File: config.mk
export PLATFORM = sky130hd
export DESIGN_NAME = rfsm_router_ctrl
export DESIGN_NICKNAME = d
export VERILOG_FILES = /design/src/rtl/rfsm_pkg.sv /design/src/rtl/rfsm_next.sv /design/src/rtl/rfsm_decode.sv /design/src/rtl/rfsm_router_ctrl.sv
export SDC_FILE = /design/constraint.sdc
export NUM_CORES = 1
export LEC_CHECK = 0
export ABC_AREA = 1
export BUFFER_PORTS_ARGS = -buffer_cell sky130_fd_sc_hd__buf_2
export CAP_MARGIN = 20
export CORE_AREA = 5 5 42 44
export CTS_BUF_LIST = sky130_fd_sc_hd__clkbuf_4
export DETAILED_ROUTE_END_ITERATION = 7
export DIE_AREA = 0 0 47 49
export SETUP_SLACK_MARGIN = 0.05
export SLEW_MARGIN = 0
export SYNTH_ARGS = -nofsm -noshare
export SYNTH_HDL_FRONTEND = slang
export SYNTH_HIERARCHICAL = 1
export SYNTH_SLANG_ARGS = --single-unit
File: constraint.sdc
create_clock -name clk -period 1.8 [get_ports clk]
set_input_delay 0.18 -clock clk [delete_from_list [all_inputs] [get_ports clk]]
set_output_delay 0.18 -clock clk [all_outputs]
set_load 0.1 [all_outputs]
File: src/rtl/rfsm_pkg.sv
package rfsm_pkg;

    typedef enum logic [2:0] {
        S_ADDR   = 3'd0,
        S_WAIT   = 3'd1,
        S_HDR    = 3'd2,
        S_PAY    = 3'd3,
        S_PAR    = 3'd4,
        S_FULL   = 3'd5,
        S_RESUME = 3'd6,
        S_CHECK  = 3'd7
    } rfsm_state_e;

endpackage

File: src/rtl/rfsm_next.sv
module rfsm_next
    import rfsm_pkg::*;
(
    input  rfsm_state_e state,
    input  logic        pkt_valid,
    input  logic        addr_ok,
    input  logic        sel_empty,
    input  logic        sel_full,
    input  logic        par_done,
    input  logic        late_valid,
    output rfsm_state_e next_state
);

    always_comb begin
        next_state = state;
        unique case (state)
            S_ADDR: begin
                if (pkt_valid && addr_ok)
                    next_state = sel_empty ? S_HDR : S_WAIT;
            end
            S_WAIT: begin
                if (sel_empty)
                    next_state = S_HDR;
            end
            S_HDR: begin
                next_state = S_PAY;
            end
            S_PAY: begin
                if (sel_full)
                    next_state = S_FULL;
                else if (!pkt_valid)
                    next_state = S_PAR;
            end
            S_PAR: begin
                next_state = sel_full ? S_FULL : S_CHECK;
            end
            S_FULL: begin
                if (!sel_full)
                    next_state = S_RESUME;
            end
            S_RESUME: begin
                if (par_done)
                    next_state = S_ADDR;
                else if (late_valid)
                    next_state = S_PAR;
                else
                    next_state = S_PAY;
            end
            S_CHECK: begin
                next_state = S_ADDR;
            end
            default: next_state = S_ADDR;
        endcase
    end

endmodule

File: src/rtl/rfsm_decode.sv
module rfsm_decode
    import rfsm_pkg::*;
(
    input  logic        clk,
    input  logic        rst_n,
    input  rfsm_state_e state,
    output logic        addr_detect,
    output logic        hdr_latch,
    output logic        pay_latch,
    output logic        par_latch,
    output logic        full_hold,
    output logic        resume_latch,
    output logic        clear_regs,
    output logic        stall,
    output logic        wr_en
);

    always_comb begin
        addr_detect  = 1'b0;
        hdr_latch    = 1'b0;
        pay_latch    = 1'b0;
        par_latch    = 1'b0;
        full_hold    = 1'b0;
        resume_latch = 1'b0;
        clear_regs   = 1'b0;
        stall        = 1'b1;
        wr_en        = 1'b0;
        unique case (state)
            S_ADDR:   begin addr_detect  = 1'b1; stall = 1'b0; end
            S_WAIT:   begin end
            S_HDR:    begin hdr_latch    = 1'b1; end
            S_PAY:    begin pay_latch    = 1'b1; stall = 1'b0; wr_en = 1'b1; end
            S_PAR:    begin par_latch    = 1'b1; wr_en = 1'b1; end
            S_FULL:   begin full_hold    = 1'b1; end
            S_RESUME: begin resume_latch = 1'b1; wr_en = 1'b1; end
            S_CHECK:  begin clear_regs   = 1'b1; end
            default:  begin addr_detect  = 1'b1; stall = 1'b0; end
        endcase
    end

    // phase strobes never overlap
    assert_strobe_onehot_R11: assert property (@(posedge clk) disable iff (!rst_n)
        $onehot0({addr_detect, hdr_latch, pay_latch, par_latch,
                  full_hold, resume_latch, clear_regs}));

    // the stall and check states never write the queue
    assert_no_write_hold_R7: assert property (@(posedge clk) disable iff (!rst_n)
        (full_hold || clear_regs) |-> !wr_en);

    // the sender is released only in idle and payload
    assert_stall_release_R5: assert property (@(posedge clk) disable iff (!rst_n)
        !stall |-> (addr_detect || pay_latch));

endmodule

File: src/rtl/rfsm_router_ctrl.sv
module rfsm_router_ctrl
    import rfsm_pkg::*;
#(
    parameter int NUM_CH = 3,
    parameter int ADDR_W = (NUM_CH > 1) ? $clog2(NUM_CH) : 1
) (
    input  logic              clk,
    input  logic              rst_n,
    input  logic              pkt_valid,
    input  logic [ADDR_W-1:0] hdr_addr,
    input  logic              sel_empty,
    input  logic              sel_full,
    input  logic              par_done,
    input  logic              late_valid,
    output logic              addr_detect,
    output logic              hdr_latch,
    output logic              pay_latch,
    output logic              par_latch,
    output logic              full_hold,
    output logic              resume_latch,
    output logic              clear_regs,
    output logic              stall,
    output logic              wr_en
);

    rfsm_state_e state_q;
    rfsm_state_e state_d;
    logic        addr_ok;

    assign addr_ok = (int'(hdr_addr) < NUM_CH);

    rfsm_next u_next (
        .state      (state_q),
        .pkt_valid  (pkt_valid),
        .addr_ok    (addr_ok),
        .sel_empty  (sel_empty),
        .sel_full   (sel_full),
        .par_done   (par_done),
        .late_valid (late_valid),
        .next_state (state_d)
    );

    always_ff @(posedge clk) begin
        if (!rst_n)
            state_q <= S_ADDR;
        else
            state_q <= state_d;
    end

    rfsm_decode u_decode (
        .clk          (clk),
        .rst_n        (rst_n),
        .state        (state_q),
        .addr_detect  (addr_detect),
        .hdr_latch    (hdr_latch),
        .pay_latch    (pay_latch),
        .par_latch    (par_latch),
        .full_hold    (full_hold),
        .resume_latch (resume_latch),
        .clear_regs   (clear_regs),
        .stall        (stall),
        .wr_en        (wr_en)
    );

    // the header phase lasts exactly one cycle
    assert_hdr_one_cycle_R4: assert property (@(posedge clk) disable iff (!rst_n)
        hdr_latch |=> pay_latch);

    // the check phase returns to idle
    assert_check_to_idle_R9: assert property (@(posedge clk) disable iff (!rst_n)
        clear_regs |=> addr_detect);

    // a full queue during payload or parity leads to the stall state
    assert_full_entry_R5: assert property (@(posedge clk) disable iff (!rst_n)
        ((pay_latch || par_latch) && sel_full) |=> full_hold);

    // the stall state holds while the queue stays full
    assert_full_hold_R7: assert property (@(posedge clk) disable iff (!rst_n)
        (full_hold && sel_full) |=> full_hold);

    // the wait state holds while the queue is non-empty
    assert_wait_hold_R3: assert property (@(posedge clk) disable iff (!rst_n)
        (stall && !wr_en && !hdr_latch && !full_hold && !clear_regs && !sel_empty)
        |=> (stall && !wr_en && !hdr_latch && !full_hold && !clear_regs));

    // an out-of-range address keeps the controller idle
    assert_bad_addr_idle_R10: assert property (@(posedge clk) disable iff (!rst_n)
        (addr_detect && int'(hdr_addr) >= NUM_CH) |=> addr_detect);

endmodule

* After elaboration in Yosys (flattened, before gate mapping)
Cells that the tools add are included.
Widths: inputs -> output; s select.
** Word-level totals
- Word-level logic and storage cells :: 37
- Flip-flop bits (word level) :: 3
- Bits of input ports :: 9
- Output and inout port bits :: 9
** Cells by class
- Magnitude comparators :: 1
- Multiplexer cells :: 19
- Equality and inequality tests :: 11
- Reductions and logical operators :: 5
** Operators with widths (count)
- $pmux 3 s8 :: 1
- $mux 3 :: 7
- $eq 3x3->1 const B :: 4
- $mux 1 :: 9
- $eq 3x2->1 const B :: 2
- $ne 2x2->1 const B :: 3
- $mux 2 :: 2
- $reduce_and 4->1 :: 1
- $eq 3x1->1 const B :: 1
- $logic_not 3->1 :: 1
- $ne 3x3->1 const B :: 1
- $reduce_or 3->1 :: 1
- $lt 2x2->1 const B :: 1
- $reduce_or 2->1 :: 1
- $logic_and 1x1->1 :: 1

* Logic depth before layout (Yosys ltp)
- Word-level depth :: 4
- Gate-level depth with buffers :: 8
- Mapped depth without buffers :: 8

* Cells and area by module
The synthesis kept the hierarchy.
** By module, submodules not included
- rfsm_next :: area each 193.9 um^2, cells an instance 44, times used 1, seq. area each 0.0 um^2
- rfsm_router_ctrl :: area each 86.3 um^2, cells an instance 10, times used 1, seq. area each 60.1 um^2
- rfsm_decode :: area each 75.1 um^2, cells an instance 18, times used 1, seq. area each 0.0 um^2

* Worst setup path before layout
Ideal clock, no wire load.
- Path kind :: flip-flop to output port
- Start :: register state_q[0]
- End :: output port clear_regs
- Cell stages (with the launch flop) :: 3
- Data required time :: 1.620 ns
- Setup slack :: -1.014 ns
- Buffers on the path :: 0
- Arrival time :: 2.634 ns
- Cells stage by stage :: dfxtp_1 -> inv_1 -> nor3_1
** On the way
- Word-level cells in the longest chain between the ends :: 2
** RTL lines
- start, declared :: RTL line rfsm_router_ctrl.sv:26 : rfsm_state_e state_q;
- start signal, assigned :: RTL line rfsm_router_ctrl.sv:47 : state_q <= state_d;
- $eq 3x3->1 :: RTL line rfsm_decode.sv:28 : unique case (state)
- $mux 1 :: RTL line rfsm_decode.sv:28
- end, declared :: RTL line rfsm_router_ctrl.sv:21 : output logic clear_regs,
No other way between the ends.

* Worst setup path in the final report
- Start :: register state_q[0]
- End :: output port pay_latch
** On the way
- Word-level cells in the longest chain between the ends :: 2
** RTL lines
- $eq 3x2->1 :: RTL line rfsm_decode.sv:28
- $mux 1 :: RTL line rfsm_decode.sv:28
- end, declared :: RTL line rfsm_router_ctrl.sv:17 : output logic pay_latch,
No other way between the ends.

==> flow_metrics.env <==
export IMPL_required_ps=1620
export IMPL_io_pins=18
export IMPL_grt_ovfl_total=0
export IMPL_period_share_pct=90.1
export IMPL_top_register="state_q"
export IMPL_io_buffers=17
export IMPL_synth_seq_area_share_pct=16.9
export IMPL_synth_nets=81
export IMPL_cp_max_fo=11
export IMPL_nets=102
export IMPL_multi_input_area_um2=249
export IMPL_final_cells=108
export IMPL_place_ws_ps=320
export IMPL_routedWlPerCell_um=8.59
export IMPL_critical_path_depth=3
export IMPL_largest_register_ffs=3
export IMPL_arrival_ps=1440
export IMPL_highest_layer="met4"
export IMPL_skew_ps=7.89
export IMPL_layout_drive_gt1_share_pct=29.3
export IMPL_wl_met3_um=45
export IMPL_numCtsBuffers=3
export IMPL_hold_violations=0
export IMPL_synth_compound_area_share_pct=4.93
export IMPL_status="finished, final reports clean"
export IMPL_core_area_um2=1400
export IMPL_min_from="rst_n"
export IMPL_report_final_slew_viol_count=0
export IMPL_p_leak_nw=0.335
export IMPL_num_rows=14
export IMPL_drt_wl_total_um=928
export IMPL_syn_avg_cell_area_um2=4.94
export IMPL_cap_violations=0
export IMPL_synthSimpleGateAreaFrac_pct=59.2
export IMPL_fin_util_pct=38.8
export IMPL_rsz0062_at_grt="no"
export IMPL_die_x_um=47
export IMPL_cp_slowest_cell="dfxtp_1"
export IMPL_drc=0
export IMPL_cpPeakStageDelay_ps=530
export IMPL_dieArea_um2=2300
export IMPL_largestRegisters="state_q: 3 flops"
export IMPL_r2r_end="state_q[0]$_SDFF_PN0_"
export IMPL_max_freq_mhz=616
export IMPL_finalSetupViolations=0
export IMPL_cts_tree="done"
export IMPL_cts_root_buf="clkbuf_4"
export IMPL_peakVddDrop_mv=1.84
export IMPL_antennaDiodeCount=0
export IMPL_dp_hpwl_um=751
export IMPL_wl_met2_um=480
export IMPL_muxShareOfSynthArea_pct=0
export IMPL_grt_start_max_net_pins=14
export IMPL_power_density_nw_per_um2=2080
export IMPL_power_mw=1.13
export IMPL_worst_hold_slack_ps=157
export IMPL_postRouteAntennaNets=0
export IMPL_setup_slack_ps=178
export IMPL_path_cells="nand3_1 -> inv_1 -> buf_2"
export IMPL_clkTransAtPathRegs_ps=30
export IMPL_r2r_start="state_q[1]$_SDFF_PN0_"
export IMPL_placed_cells=104
export IMPL_setup_tns_ps=0
export IMPL_final_area_um2=544
export IMPL_synthCells=72
export IMPL_die_y_um=49
export IMPL_synthAdderAreaFrac_pct=0
export IMPL_hp_class="in -> reg"
export IMPL_period_needed_ps=1620
export IMPL_ys_ff_latch=3
export IMPL_first_pass_iters=4
export IMPL_grt_pass1_wl_um=1480
export IMPL_ys_warnings_count=6
export IMPL_start_kind="register"
export IMPL_crit_buf_inv=2
export IMPL_cts_setup_buffers=0
export IMPL_synth_top_family_by_area="simple AND/OR/NAND/NOR gates"
export IMPL_grt_pass1_vias=398
export IMPL_htree_num_levels=1
export IMPL_place_gp_congestion=0.787
export IMPL_vias=478
export IMPL_ys_types=13
export IMPL_start_util_pct=25.4
export IMPL_ff2ff_setup_slack_ps=530
export IMPL_cts_sink_count=3
export IMPL_nFillCells=166
export IMPL_cts_buffer_depth=2
export IMPL_end_kind="output port"
export IMPL_worst_pin_slew_ps=489
export IMPL_cpLargestDelayFamily="flip-flops"
export IMPL_placed_area_um2=504
export IMPL_netlist_area_um2=355
export IMPL_critPathKind="reg -> out"
export IMPL_crit_end="pay_latch"
export IMPL_track_usage_pct=8.52
export IMPL_antenna_found_initial=0
export IMPL_relSlewSlack_pct=67.6
export IMPL_drtIter0Drc=9
export IMPL_reg2regPathDepth=7
export IMPL_insertion_delay_ps=230
export IMPL_syn_to_final_growth_pct=53.2
export IMPL_regArea_um2=60.1
export IMPL_vias_per_cell=4.43
export IMPL_hold_buffers=0
export IMPL_synth_xor_area_share_pct=0
export IMPL_crit_start="state_q[0]$_SDFF_PN0_"
export IMPL_worstHoldPathCells=3
export IMPL_m1WireLength_um=385
## cells in the final DEF, fill, tap and decap left out, types with 2 or more instances in the layout
cell	n
nor2_1	9
nand3_1	10
buf_12	2
dfxtp_1	3
nor3_1	2
nor3_2	2
clkbuf_4	8
buf_2	11
inv_1	15
o21ai_0	2
nand2_1	22
## kinds of logic (layout without fill, tap and decap cells)
family,Yosys count,in the layout
AOI/OAI and AO/OA,3,3
buffers and inverters,17,37
DFF,3,3
and+or+nand+nor,49,49
## worst min-delay path by stage
stage,endpoint,slack (ps)
after CTS,state_q[2]$_SDFF_PN0_,160
after global routing,state_q[2]$_SDFF_PN0_,170
after global placement,state_q[2]$_SDFF_PN0_,390
after detailed placement,state_q[2]$_SDFF_PN0_,390
after floorplan,state_q[0]$_SDFF_PN0_,270
final,state_q[2]$_SDFF_PN0_,160
## where the power goes
group          switching [mW]  internal (mW)  total [mW]
sequential             0.0660         0.0896       0.156
clock                  0.0362         0.0982       0.134
combinational           0.639          0.201       0.840
total                   0.741          0.389        1.13
## what timing repair did
action | 4_1_cts | 5_1_grt
hold endpoints to repair | 0 | 0
setup endpoints to repair | 0 | 4
gates resized for setup | 0 | 4
## metal layers
layer  track usage [%]  vias to the layer above
met5                 0                        -
met4              2.30                        0
met3              4.80                        2
met2              14.0                       12
met1              8.99                      203
li1                  -                      261
## worst register-to-register path, stage by stage (launching register included)
cell,delay [ps]
dfxtp_1,530
inv_1,170
nand3_1,120
nor2_1,50
nor2_1,90
nand3_1,80
nand2_1,80
inv_1,30
## final cells by class
type,count,share of cell area [%]
flip-flops and latches,3,11.0
repair buffers,17,23.0
clock buffers,4,5.52
well taps,16,3.68
multi-input cells,52,45.7
inverters,16,11.0
## synthesized netlist by cell type
master	count	area (µm²)
or2_2	1	6.26
nand2_1	22	82.6
inv_1	15	56.3
nand4_1	1	6.26
buf_4	1	7.51
o21ai_0	2	10.0
a22oi_1	1	7.51
nor2_2	1	6.26
nor2_1	9	33.8
nor3_1	5	25.0
dfxtp_1	3	60.1
inv_2	1	3.75
nand3_1	10	50.1
No activity file was read; power rests on OpenSTA's default activity.
